## config.mk

```make
export PLATFORM = sky130hd
export DESIGN_NAME = cell_tally
export DESIGN_NICKNAME = d
export VERILOG_FILES = /design/src/rtl/cell_tally_pkg.sv /design/src/rtl/cell_tally_ctrl.sv /design/src/rtl/cell_tally_dp.sv /design/src/rtl/cell_tally.sv
export SDC_FILE = /design/constraint.sdc
export NUM_CORES = 1
export LEC_CHECK = 0
export ABC_AREA = 1
export BUFFER_PORTS_ARGS = -buffer_cell sky130_fd_sc_hd__buf_2
export CAP_MARGIN = 20
export CELL_PAD_IN_SITES_DETAIL_PLACEMENT = 0
export CELL_PAD_IN_SITES_GLOBAL_PLACEMENT = 1
export CORE_MARGIN = 1.5
export CORE_UTILIZATION = 43
export DETAILED_ROUTE_END_ITERATION = 12
export PLACE_DENSITY = 0.82
export SLEW_MARGIN = 20
export SYNTH_ARGS = -nofsm -noshare
export SYNTH_HDL_FRONTEND = slang
export SYNTH_SLANG_ARGS = --single-unit
```

## constraint.sdc

```tcl
create_clock -name clk -period 3.6 [get_ports clk]
set_input_delay 0.72 -clock clk [delete_from_list [all_inputs] [get_ports clk]]
set_output_delay 0.72 -clock clk [all_outputs]
set_load 0.02 [all_outputs]
```

## src/rtl/cell_tally_pkg.sv

```systemverilog
package cell_tally_pkg;
  // Strobes passed from read decode to the counting datapath
  typedef struct packed {
    logic       hit;      // read falls inside the window
    logic       snapTake; // read of the first (most significant) byte
    logic [7:0] byteIdx;  // offset inside the window
  } tally_ctrl_t;
endpackage

```

## src/rtl/cell_tally_ctrl.sv

```systemverilog
module cell_tally_ctrl
  import cell_tally_pkg::*;
#(
  parameter int ADDR_W    = 16,
  parameter int NUM_BYTES = 4,
  parameter logic [ADDR_W-1:0] BASE_ADDR = '0
) (
  input  logic              rdEn,
  input  logic [ADDR_W-1:0] rdAddr,
  output tally_ctrl_t       ctrl
);
  logic [ADDR_W-1:0] offset;
  logic              inWin;

  always_comb begin
    offset = rdAddr - BASE_ADDR;
    inWin  = (rdAddr >= BASE_ADDR) && (offset < ADDR_W'(NUM_BYTES));
    ctrl.hit      = rdEn && inWin;
    ctrl.snapTake = rdEn && inWin && (offset == '0);
    ctrl.byteIdx  = 8'(offset);
  end
endmodule

```

## src/rtl/cell_tally_dp.sv

```systemverilog
module cell_tally_dp
  import cell_tally_pkg::*;
#(
  parameter int CNT_W = 32,
  localparam int NUM_BYTES = CNT_W / 8
) (
  input  logic             clk,
  input  logic             rstN,
  input  logic             fifoStb,
  input  logic             insStb,
  input  tally_ctrl_t      ctrl,
  output logic [CNT_W-1:0] liveCnt,
  output logic [7:0]       rdData
);
  logic [CNT_W-1:0] snapReg;
  logic [1:0]       incAmt;
  logic [CNT_W-1:0] baseCnt;
  logic [CNT_W:0]   sumExt;
  logic [CNT_W-1:0] nextCnt;
  logic [7:0]       liveBytes [NUM_BYTES];
  logic [7:0]       snapBytes [NUM_BYTES];
  logic [7:0]       selByte;

  // Byte views in address order: index 0 is the most significant byte
  for (genvar g = 0; g < NUM_BYTES; g++) begin : g_bytes
    assign liveBytes[g] = liveCnt[(NUM_BYTES-1-g)*8 +: 8];
    assign snapBytes[g] = snapReg[(NUM_BYTES-1-g)*8 +: 8];
  end

  always_comb begin
    incAmt  = {1'b0, fifoStb} + {1'b0, insStb};
    baseCnt = ctrl.snapTake ? '0 : liveCnt;
    sumExt  = {1'b0, baseCnt} + {{(CNT_W-1){1'b0}}, incAmt};
    nextCnt = sumExt[CNT_W] ? '1 : sumExt[CNT_W-1:0];
  end

  always_comb begin
    selByte = '0;
    for (int i = 0; i < NUM_BYTES; i++) begin
      if (ctrl.byteIdx == 8'(i)) selByte = snapBytes[i];
    end
    if (ctrl.snapTake) selByte = liveBytes[0];
  end

  always_ff @(posedge clk) begin
    if (!rstN) begin
      liveCnt <= '0;
      snapReg <= '0;
      rdData  <= '0;
    end else begin
      liveCnt <= nextCnt;
      if (ctrl.snapTake) snapReg <= liveCnt;
      rdData  <= ctrl.hit ? selByte : '0;
    end
  end
endmodule

```

## src/rtl/cell_tally.sv

```systemverilog
module cell_tally
  import cell_tally_pkg::*;
#(
  parameter int CNT_W  = 32,
  parameter int ADDR_W = 16,
  parameter logic [ADDR_W-1:0] BASE_ADDR = 16'h0040,
  localparam int NUM_BYTES = CNT_W / 8
) (
  input  logic              clk,
  input  logic              rstN,
  input  logic              fifoStb,
  input  logic              insStb,
  input  logic              idleStb,
  input  logic              rdEn,
  input  logic [ADDR_W-1:0] rdAddr,
  output logic [7:0]        rdData
);
  tally_ctrl_t      ctrl;
  logic [CNT_W-1:0] liveCnt;

  cell_tally_ctrl #(
    .ADDR_W(ADDR_W), .NUM_BYTES(NUM_BYTES), .BASE_ADDR(BASE_ADDR)
  ) ctrlI (
    .rdEn(rdEn), .rdAddr(rdAddr), .ctrl(ctrl)
  );

  cell_tally_dp #(.CNT_W(CNT_W)) dpI (
    .clk(clk), .rstN(rstN), .fifoStb(fifoStb), .insStb(insStb),
    .ctrl(ctrl), .liveCnt(liveCnt), .rdData(rdData)
  );
endmodule

```

# Word-level counts from Yosys, hierarchy flattened
# Cells that the tools add are included.
# word_totals
ff_bits	72
in_bits	22
output_inout_bits	8
elab_cells	24
# op_classes
addsub	3
order_cmp	2
n_eq_ne	3
muxes	7
n_reduce_logical	6
# op_table
op	count
$mux W32	2
$mux W8	5
$add A32 B2 Y33	1
$eq A8 B2 Y1 const B	2
$ge A16 B7 Y1 const B	1
$logic_not A16 Y1	1
$lt A16 B3 Y1 const B	1
$sub A16 B7 Y16 const B	1
$eq A8 B1 Y1 const B	1
$logic_not A8 Y1	1
$logic_and A1 B1 Y1	3
$add A1 B1 Y2	1
$reduce_and A2 Y1	1

# Longest topological paths before layout
# Gate-level depths: netlist (run 1).
# logic_depth
word_depth	8
ltp_mapped	25
ltp_nobuf	21

# Hierarchy
# Synthesis (run 1) repeated with hierarchy kept, for this count alone.
# unflattened
hier_cells	648
hier_area_um2	4112.7
# modules_own_cells
mod	instances	cells_per_inst	area_per_inst_um2	seq_area_each_um2
cell_tally_dp	1	582	3771.1	1441.4
cell_tally_ctrl	1	66	341.6	0.0

# Worst setup path before layout (run 1)
# No wires, ideal clock.
# synth_timing
path_kind	in2reg
start	input port rdAddr[5]
end	register dpI.liveCnt[24]
setup_time_ps	109
arrival_time_ps	3256
t_required_ps	3491
slack_ps	235
path_stages	24
path_buffers	4
cell_sequence	inv_1 nand2_1 nor2_1 nand2_2 nor2_2 nand2_4 buf_6 inv_2 buf_2 buf_2 nor2_1 fa_1 ha_1 nand2_1 inv_1 nand3_1 nor2_4 nand2_2 nor2_4 nand3_4 buf_12 nand3_2 nand2_1 inv_1
# synth_between
elab_chain_cells	8
word_cells_on_any_way	10
classes_between	add/sub (2); order compare (2); mux (2); reduce/logical (4)
# synth_rtl
item	line	source
start, declared	cell_tally.sv:15	input logic [ADDR_W-1:0] rdAddr,
$sub A16 B7 Y16	cell_tally_ctrl.sv:16	offset = rdAddr - BASE_ADDR;
$lt A16 B3 Y1	cell_tally_ctrl.sv:17	inWin = (rdAddr >= BASE_ADDR) && (offset < ADDR_W'(NUM_BYTES));
$logic_and A1 B1 Y1	cell_tally_ctrl.sv:17	
$logic_and A1 B1 Y1	cell_tally_ctrl.sv:19	ctrl.snapTake = rdEn && inWin && (offset == '0);
$logic_and A1 B1 Y1 (*)	cell_tally_ctrl.sv:19	
$mux W32 (*)	cell_tally_dp.sv:32	baseCnt = ctrl.snapTake ? '0 : liveCnt;
$add A32 B2 Y33 (*)	cell_tally_dp.sv:33	sumExt = {1'b0, baseCnt} + {{(CNT_W-1){1'b0}}, incAmt};
$mux W32 (*)	cell_tally_dp.sv:34	nextCnt = sumExt[CNT_W] ? '1 : sumExt[CNT_W-1:0];
end signal, assigned	cell_tally_dp.sv:51	liveCnt <= nextCnt;
end, declared	cell_tally_dp.sv:12	output logic [CNT_W-1:0] liveCnt,
# Every way passes the cells marked *; elsewhere a longest branch is shown, timed or not.
# A chain may end at the register's enable or synchronous reset.

# Worst setup path after layout (run 1)
# layout_timing
start	input port rdAddr[2]
end	register dpI.liveCnt[19]
# Same word-level chain as after synthesis.

==> reports/summary.txt, run 1 <==
Period minus WS final = 3.00 ns
final setup TNS = 0 ns
Yosys reg bits = 72
Num CTS Buffers = 9
EDFF count, synth = 0
M1 wire length = 4930 um
total core area = 9200 um2
Gate power share = 3.6%
CTS root buf = clkbuf_8
Post-CTS Hold Fix Bufs = 0
num rows = 35
Critical path buffers and inverters = 5
critical path's top delay family = simple AND/OR/NAND/NOR gates
Crit path top cell by count = nand2_2
startpoint types = primary input
Achievable Freq = 333 MHz
largest net degree at the start of global routing = 82
post-layout util = 48.4%
Main synth FF type = dfxtp_1
leading area contributor after synthesis = dfxtp_1
max layer used = met4
Worst-Margin Slew = 0.858 ns
Max-slew headroom = 42.8%
final hold slack = 0.471 ns
Seq pwr share = 47.7%
Worst Reg2Reg Path Length in Cells = 15
Reg clk slew, reported paths = 0.08 ns
Critical Path Slowest Stage Cell = buf_4
Critical Path Max Stage Delay = 0.66 ns
post-synth top area share = 35.7%
DRT iter0 DRCs = 184
Psw = 0.392 mW
wire length of the first global-routing pass = 17,100 um
layout cells sized above 1 = 17.4%
unrepaired setup endpoints after global routing = no
grt ovf = 0
Ys Warns = 0
leakage power = 1.96 nW
Antenna Cells = 0
max_cap viols = 0
reg2reg end = dpI.liveCnt[19]$_SDFF_PN0_
WP depth = 17
port bufs = 28
Die Y = 99.9 um
# IOs = 30
vias in the first global route = 3,577
Detailed Routing Iterations Pass 1 = 5
Synth area leaders = dfxtp_1 36%, nand2_1 14%, nor2_1 8.0%, inv_1 7.2%, nand3_1 5.2%
met2 wire length = 4760 um
reg2reg start = dpI.liveCnt[0]$_SDFF_PN0_
Setup Viol. Count Final = 0
PostCTS Resize Cnt = 0
Final period util = 83.4%
Synth cell types = 36
Bufs on Longest Clock Path = 2
initial core utilization = 43.9%
count leader, synth = nand2_1
Syn Std Cell Area = 4040 um2
WP data required = 3.90 ns
Setup CP Type = primary input to flip-flop
CP endpoint = dpI.liveCnt[19]$_SDFF_PN0_
Pint = 1.29 mW
part of the power in the clock network = 48.6%
initial antenna violation count = 0
DRT Wirelength = 10,400 um
Switching Share = 23.3%
vias = 3,699
Post-CTS Setup Bufs = 0
Residual DRC = 0
H-tree levels = 3
Seq/Total Area, Yosys = 35.7%
Avg Cell Area, Syn = 6.77 um2
Final Max Tran Viols = 0
final hold violation count = 0
Area Growth Syn to Fin = 10.2%
die area = 9990 um2
Max Clock Skew = 0.0125 ns
placer congestion estimate = 0.907
Via-to-Cell Ratio = 5.03
wire length on met3 = 403 um
Critical Path Start = rdAddr[2]
status = complete, no violations
most common library cells after synthesis = 148 x nand2_1, 86 x nor2_1, 78 x inv_1
critical-path maximum fanout = 81
peak supply drop = 0.000220 V
power density cells = 378 nW/um2
Reg2Reg Setup Slack = 1.23 ns
Worst Hold Class = flip-flop to flip-flop
WL/cell = 14.2 um
Worst Setup End Kind = flip-flop
GRT Total Usage = 22.1%
Syn Nets = 621
Final Power = 1.69 mW
nets = 644
post-route ant nets = 0
chip width = 99.9 um
CP arrival = 3.30 ns
Detail Placement HPWL = 7410 um
CP Cell Sequence = buf_2, inv_1, nand2_2, nor2_1, nand2_2, nor2_2, nand2_4, buf_4, nand3_1, nor2_4, nand2_2, nor2_4, nand3_4, buf_4, nand3_1, nand2_1, inv_1
Mapped Cells = 597
Async S/R FF share, synth = 0%
later-pin clock latency in the skew report = 0.36 ns
CTS sink count = 72
CTS tree = built
-- cell type report --
type | count | area (um2)
Inverter | 83 | 312
Clock buffer | 9 | 124
Sequential cell | 72 | 1440
Tap cell | 111 | 139
Clock inverter | 7 | 125
Multi-Input combinational cell | 420 | 2130
Fill cell | 942 | 4740
Timing Repair Buffer | 34 | 185
-- tightest hold or removal path, stage by stage, from the launching register on --
cell	delay [ns]
dfxtp_1	0.30
inv_1	0.07
a21oi_1	0.06
-- how the worst min path moves through the flow --
stage / start / end / cells past startpoint
3_5_place_dp: dpI.liveCnt[0]$_SDFF_PN0_ / dpI.snapBytes[0]$_SDFFE_PN0P_ / 2
3_3_place_gp: dpI.liveCnt[0]$_SDFF_PN0_ / dpI.snapBytes[0]$_SDFFE_PN0P_ / 2
4_1_cts: dpI.liveCnt[0]$_SDFF_PN0_ / dpI.snapBytes[0]$_SDFFE_PN0P_ / 2
6_report: dpI.liveCnt[0]$_SDFF_PN0_ / dpI.snapBytes[0]$_SDFFE_PN0P_ / 2
2_1_floorplan: dpI.liveCnt[0]$_SDFF_PN0_ / dpI.snapBytes[0]$_SDFFE_PN0P_ / 2
5_1_grt: dpI.snapBytes[26]$_SDFFE_PN0P_ / dpI.snapBytes[26]$_SDFFE_PN0P_ / 2
-- per-layer routing --
metal	global-route usage, %	vias up
li1	-	1927
met1	28.2	1678
met2	36.7	75
met3	3.83	19
met4	9.75	0
met5	0	-
-- power by group through the flow --
stage,logic (mW),clock network [mW],registers [mW]
finish,0.0614,0.819,0.804
global placement,0.0598,0,0.823
floorplan,0.0383,0,0.822
detailed placement,0.0612,0,0.823
global route,0.0700,0.861,0.805
CTS,0.0618,0.830,0.804
-- state kept, by name, indices dropped and copies added (netlist names) --
name           cells
dpI.rdData         8
dpI.snapBytes     32
dpI.liveCnt       32
-- kinds of logic after synthesis --
family                     synth area share (%)
and+or+nand+nor                            38.2
buffers and inverters                      11.7
AOI/OAI and AO/OA                          11.5
DFF                                        35.7
xor gates and xnor gates                   2.17
adders and majority gates                 0.805
-- per-stage QoR --
step                area (um2)  setup WS, ns  std cells
finish                    4450         0.597        736
global route              4450         0.301        736
CTS                       4450         0.548        736
detailed placement        4210         0.183        720
global placement          4210         0.212        720
floorplan                 4040         0.235        597
-- cell usage in the layout, fill, tap and decap left out, types with 2 or more instances in the layout --
| cell type | instances |
|---|---|
| nand4_1 | 6 |
| nand2_2 | 7 |
| buf_2 | 28 |
| dfxtp_1 | 72 |
| a21oi_2 | 9 |
| nor2_2 | 9 |
| nand3_1 | 42 |
| inv_1 | 78 |
| inv_6 | 3 |
| nor2_1 | 86 |
| xnor2_1 | 3 |
| nor4_1 | 2 |
| o21bai_1 | 2 |
| nand2_1 | 148 |
| bufinv_16 | 3 |
| a21oi_1 | 32 |
| o21ai_0 | 30 |
| inv_2 | 4 |
| nor2_4 | 6 |
| buf_4 | 6 |
| xor2_1 | 7 |
| nand3_2 | 19 |
| clkbuf_8 | 9 |
No activity file was read; power rests on OpenSTA's default activity.
==> run 2: changes to the inputs <==
Clock period 3.6 ns to 2.86 ns, I/O delays scaled along.
==> reports/summary.txt, run 2 (synthesis gave the netlist of run 1 again) <==
port bufs = 28
final hold slack = 0.473 ns
CP arrival = 2.74 ns
Num CTS Buffers = 9
Achievable Freq = 402 MHz
status = complete, no violations
chip width = 99.9 um
startpoint types = primary input
most common library cell in the layout ignoring fill and taps = nand2_1
power density cells = 447 nW/um2
Seq. cell area = 1440 um2
Setup Viol. Count Final = 0
total core area = 9200 um2
part of the power in the clock network = 48.1%
Psw = 0.490 mW
Final Power = 2.12 mW
Antenna Cells = 0
Final Max Tran Viols = 0
DRT Wirelength = 10,400 um
Via-to-Cell Ratio = 4.91
post-route ant nets = 0
Pint = 1.63 mW
layout cells sized above 1 = 22.1%
DRT iter0 DRCs = 202
later-pin clock latency in the skew report = 0.36 ns
Seq pwr share = 47.7%
CTS sink count = 72
peak supply drop = 0.000193 V
filler instances = 944
CTS tree = built
PostCTS Resize Cnt = 0
critical-path maximum fanout = 17
Detail Placement HPWL = 7650 um
initial antenna violation count = 0
Post-CTS Hold Fix Bufs = 0
GRT Total Usage = 22.2%
WL/cell = 13.6 um
nets = 671
Setup CP Type = primary input to flip-flop
Max-slew headroom = 64.4%
Area Growth Syn to Fin = 17.6%
reg2reg start = dpI.liveCnt[0]$_SDFF_PN0_
Worst-Margin Slew = 0.529 ns
WP data required = 3.11 ns
Final period util = 87.0%
H-tree levels = 3
unrepaired setup endpoints after global routing = no
Worst Hold Class = flip-flop to flip-flop
num rows = 35
Switching Share = 23.1%
Max Clock Skew = 0.0109 ns
leakage power = 2.12 nW
Detailed Routing Iterations Pass 1 = 4
vias = 3,744
Critical Path Start = rdAddr[6]
initial core utilization = 43.9%
vias in the first global route = 3,635
area of the multi-input gates = 2180 um2
Worst Setup End Kind = flip-flop
Die Y = 99.9 um
commonest non-fill, non-tap cells in the layout = 148 x nand2_1, 83 x nor2_1, 77 x inv_1, 72 x dfxtp_1, 41 x nand3_1
grt ovf = 0
wire length of the first global-routing pass = 17,300 um
# IOs = 30
Period minus WS final = 2.49 ns
final hold violation count = 0
CTS root buf = clkbuf_8
Bufs on Longest Clock Path = 2
Post-CTS Setup Bufs = 0
largest net degree at the start of global routing = 50
Residual DRC = 0
Gate power share = 4.2%
placer congestion estimate = 0.873
die area = 9990 um2
max_cap viols = 0
Hold Crit Start = dpI.snapBytes[27]$_SDFFE_PN0P_
Reg clk slew, reported paths = 0.09 ns
## run 2: power groups by stage
| stage | registers [mW] | clock network, mW | logic, mW |
|---|---|---|---|
| 2_1_floorplan | 1.04 | 0 | 0.0579 |
| 3_3_place_gp | 1.04 | 0 | 0.0873 |
| 3_5_place_dp | 1.04 | 0 | 0.0897 |
| 4_1_cts | 1.01 | 1.04 | 0.0901 |
| 5_1_grt | 1.01 | 1.08 | 0.102 |
| 6_report | 1.01 | 1.02 | 0.0889 |
## run 2: critical path, cell delays in order
cell and delay (ns):
buf_2 0.14, nand2_1 0.08, nor2_1 0.14, nand2_2 0.09, nor2_4 0.13, nand2_4 0.08
inv_4 0.07, nor2_4 0.04, fa_2 0.38, ha_4 0.18, nand2_1 0.06, inv_1 0.04
nand3_2 0.09, nor2_4 0.07, nand2_4 0.07, nor2_4 0.04, nand3_4 0.10, buf_12 0.17
nand3_1 0.09, nand2_1 0.06, inv_1 0.04
## run 2: path summary, 6_finish.rpt
kind | endpoint | slack, ns | cells after the start
worst max-delay path | dpI.liveCnt[21]$_SDFF_PN0_ | 0.37 | 21
worst min-delay path | dpI.snapBytes[27]$_SDFFE_PN0P_ | 0.47 | 2
worst max register to register | dpI.liveCnt[18]$_SDFF_PN0_ | 0.80 | 12
worst min register to register | dpI.snapBytes[27]$_SDFFE_PN0P_ | 0.47 | 2
## run 2: per-stage QoR
stage	utilization, %	instances	setup TNS (ns)	setup slack [ns]	instance area [um2]
floorplan	-	597	-0.947	-0.0716	4130
global placement	48.9	747	0	0.0172	4500
detailed placement	48.9	747	-0.0246	-0.0110	4500
CTS	51.7	763	0	0.352	4750
global route	51.7	763	0	0.112	4750
finish	51.7	763	0	0.372	4750
## run 2: layout make-up
type	instances	share of cell area [%]
clock buffers	9	2.61
well taps	111	2.92
multi-input cells	420	46.0
inverters	83	6.77
clock inverters	7	2.69
repair buffers	61	8.69
flip-flops and latches	72	30.3
## run 2: layer usage
metal  GRT usage [%]  share of wire [%]  vias up
met5               0                  0        -
li1                -                  -     1980
met3            3.06                5.8       11
met4            7.80                1.1        0
met1            29.1                 46     1659
met2            37.5                 47       94
==> run 3: changes to the inputs <==
Clock period 2.86 ns to 2.67 ns, I/O delays scaled along.
==> reports/summary.txt, run 3 (synthesis gave the netlist of run 1 again) <==
# placed instances = 753
initial core utilization = 43.9%
final hold violation count = 0
Residual DRC = 0
later-pin clock latency in the skew report = 0.35 ns
Area Growth Syn to Fin = 18.3%
status = complete, no violations
nets = 677
Final period util = 92.8%
Achievable Freq = 404 MHz
DRT iter0 DRCs = 246
grt met1 use = 29.2%
Final Max Tran Viols = 0
Max Clock Skew = 0.0106 ns
Worst Setup End Kind = flip-flop
WL/cell = 13.8 um
filler instances = 934
total core area = 9200 um2
chip width = 99.9 um
GRT Total Usage = 22.5%
peak supply drop = 0.000275 V
Post-CTS Setup Bufs = 0
startpoint types = primary input
CTS sink count = 72
final hold slack = 0.470 ns
area of the multi-input gates = 2190 um2
Critical Path Max Stage Delay = 0.38 ns
Worst Hold Class = flip-flop to flip-flop
max_cap viols = 0
layout cells sized above 1 = 22.8%
GRT met3 Usage = 2.58%
vias = 3,879
power density cells = 452 nW/um2
H-tree levels = 3
CTS root buf = clkbuf_8
Seq. cell area = 1440 um2
post-layout util = 52.0%
CP arrival = 2.72 ns
critical-path maximum fanout = 19
Die Y = 99.9 um
grt ovf = 0
post-route ant nets = 0
Setup Viol. Count Final = 0
WP data required = 2.91 ns
met2 GRT Util = 37.3%
Setup CP Type = primary input to flip-flop
# IOs = 30
CTS tree = built
Detailed Routing Iterations Pass 1 = 5
PostCTS Resize Cnt = 0
leakage power = 2.13 nW
Antenna Cells = 0
Post-CTS Hold Fix Bufs = 0
Critical Path Slowest Stage Cell = fa_2
commonest non-fill, non-tap cells in the layout = 148 x nand2_1, 82 x nor2_1, 77 x inv_1, 72 x dfxtp_1, 41 x nand3_1
Reg clk slew, reported paths = 0.09 ns
Max-slew headroom = 67.6%
Detail Placement HPWL = 7800 um
critical path's top delay family = simple AND/OR/NAND/NOR gates
Critical path buffers and inverters = 5
num rows = 35
port bufs = 28
Crit path top cell by count = nor2_4
unrepaired setup endpoints after global routing = no
most common library cell in the layout ignoring fill and taps = nand2_1
busiest grt layer = met2
Num CTS Buffers = 9
vias in the first global route = 3,620
die area = 9990 um2
largest net degree at the start of global routing = 71
DRT Wirelength = 10,600 um
placer congestion estimate = 0.923
Worst-Margin Slew = 0.481 ns
Period minus WS final = 2.48 ns
Bufs on Longest Clock Path = 2
CP Cell Sequence = buf_2, nand2_1, nor2_1, nand2_2, nor2_4, nand2_4, inv_4, nor2_4, fa_2, ha_4, nand2_1, inv_1, nand3_2, nor2_4, nand2_4, nor2_4, nand3_4, buf_12, nand3_1, nand2_1, inv_1
initial antenna violation count = 0
final cell count without fillers = 769
Via-to-Cell Ratio = 5.04
wire length of the first global-routing pass = 17,500 um
-- run 3: worst paths after layout --
| kind | slack (ns) | from | cells after the start | to |
|---|---|---|---|---|
| setup / recovery | 0.19 | rdAddr[6] | 21 | dpI.liveCnt[17]$_SDFF_PN0_ |
| hold / removal | 0.47 | dpI.snapBytes[31]$_SDFFE_PN0P_ | 2 | dpI.snapBytes[31]$_SDFFE_PN0P_ |
| hold reg to reg | 0.47 | dpI.snapBytes[31]$_SDFFE_PN0P_ | 2 | dpI.snapBytes[31]$_SDFFE_PN0P_ |
| setup reg to reg | 0.63 | dpI.liveCnt[0]$_SDFF_PN0_ | 15 | dpI.liveCnt[17]$_SDFF_PN0_ |
-- run 3: per-stage QoR --
stage               power (mW)  TNS (ns)  cell area (um2)  worst slack, ns
global placement          1.21     -2.82             4560           -0.164
detailed placement        1.21     -3.89             4560           -0.197
CTS                       2.18         0             4780            0.161
floorplan                 1.17     -5.22             4130           -0.224
global route              2.24         0             4780           0.0109
finish                    2.16         0             4780            0.192
-- run 3: routing by layer --
layer | share of wire [%] | vias to the layer above
met5 | 0 | -
met4 | 3.1 | 0
met3 | 4.4 | 24
met2 | 47 | 111
met1 | 45 | 1750
li1 | - | 1994
-- run 3: area by class of cell --
class,instances,area share (%)
Sequential cell,72,30.2
Inverter,83,6.73
Clock buffer,10,2.67
Timing Repair Buffer,67,9.84
Multi-Input combinational cell,420,45.8
Clock inverter,6,1.94
Tap cell,111,2.91
-- run 3: power breakdown --
group	leakage [nW]	internal, mW	total (mW)	switching [mW]
registers	0.580	1.08	1.08	0.00494
logic	1.45	0.0415	0.101	0.0595
clock network	0.103	0.532	0.973	0.441
total	2.13	1.65	2.16	0.506
-- run 3: worst reg2reg max path, cell delays in order, from the launching register on --
cell,delay (ns)
dfxtp_1,0.31
inv_1,0.06
nor2_4,0.10
fa_2,0.24
ha_4,0.15
nand2_1,0.05
inv_1,0.06
nand3_2,0.09
nor2_4,0.21
nand2_4,0.08
nor2_4,0.13
nand3_4,0.11
buf_12,0.18
nand3_1,0.09
nand2_1,0.05
inv_1,0.06
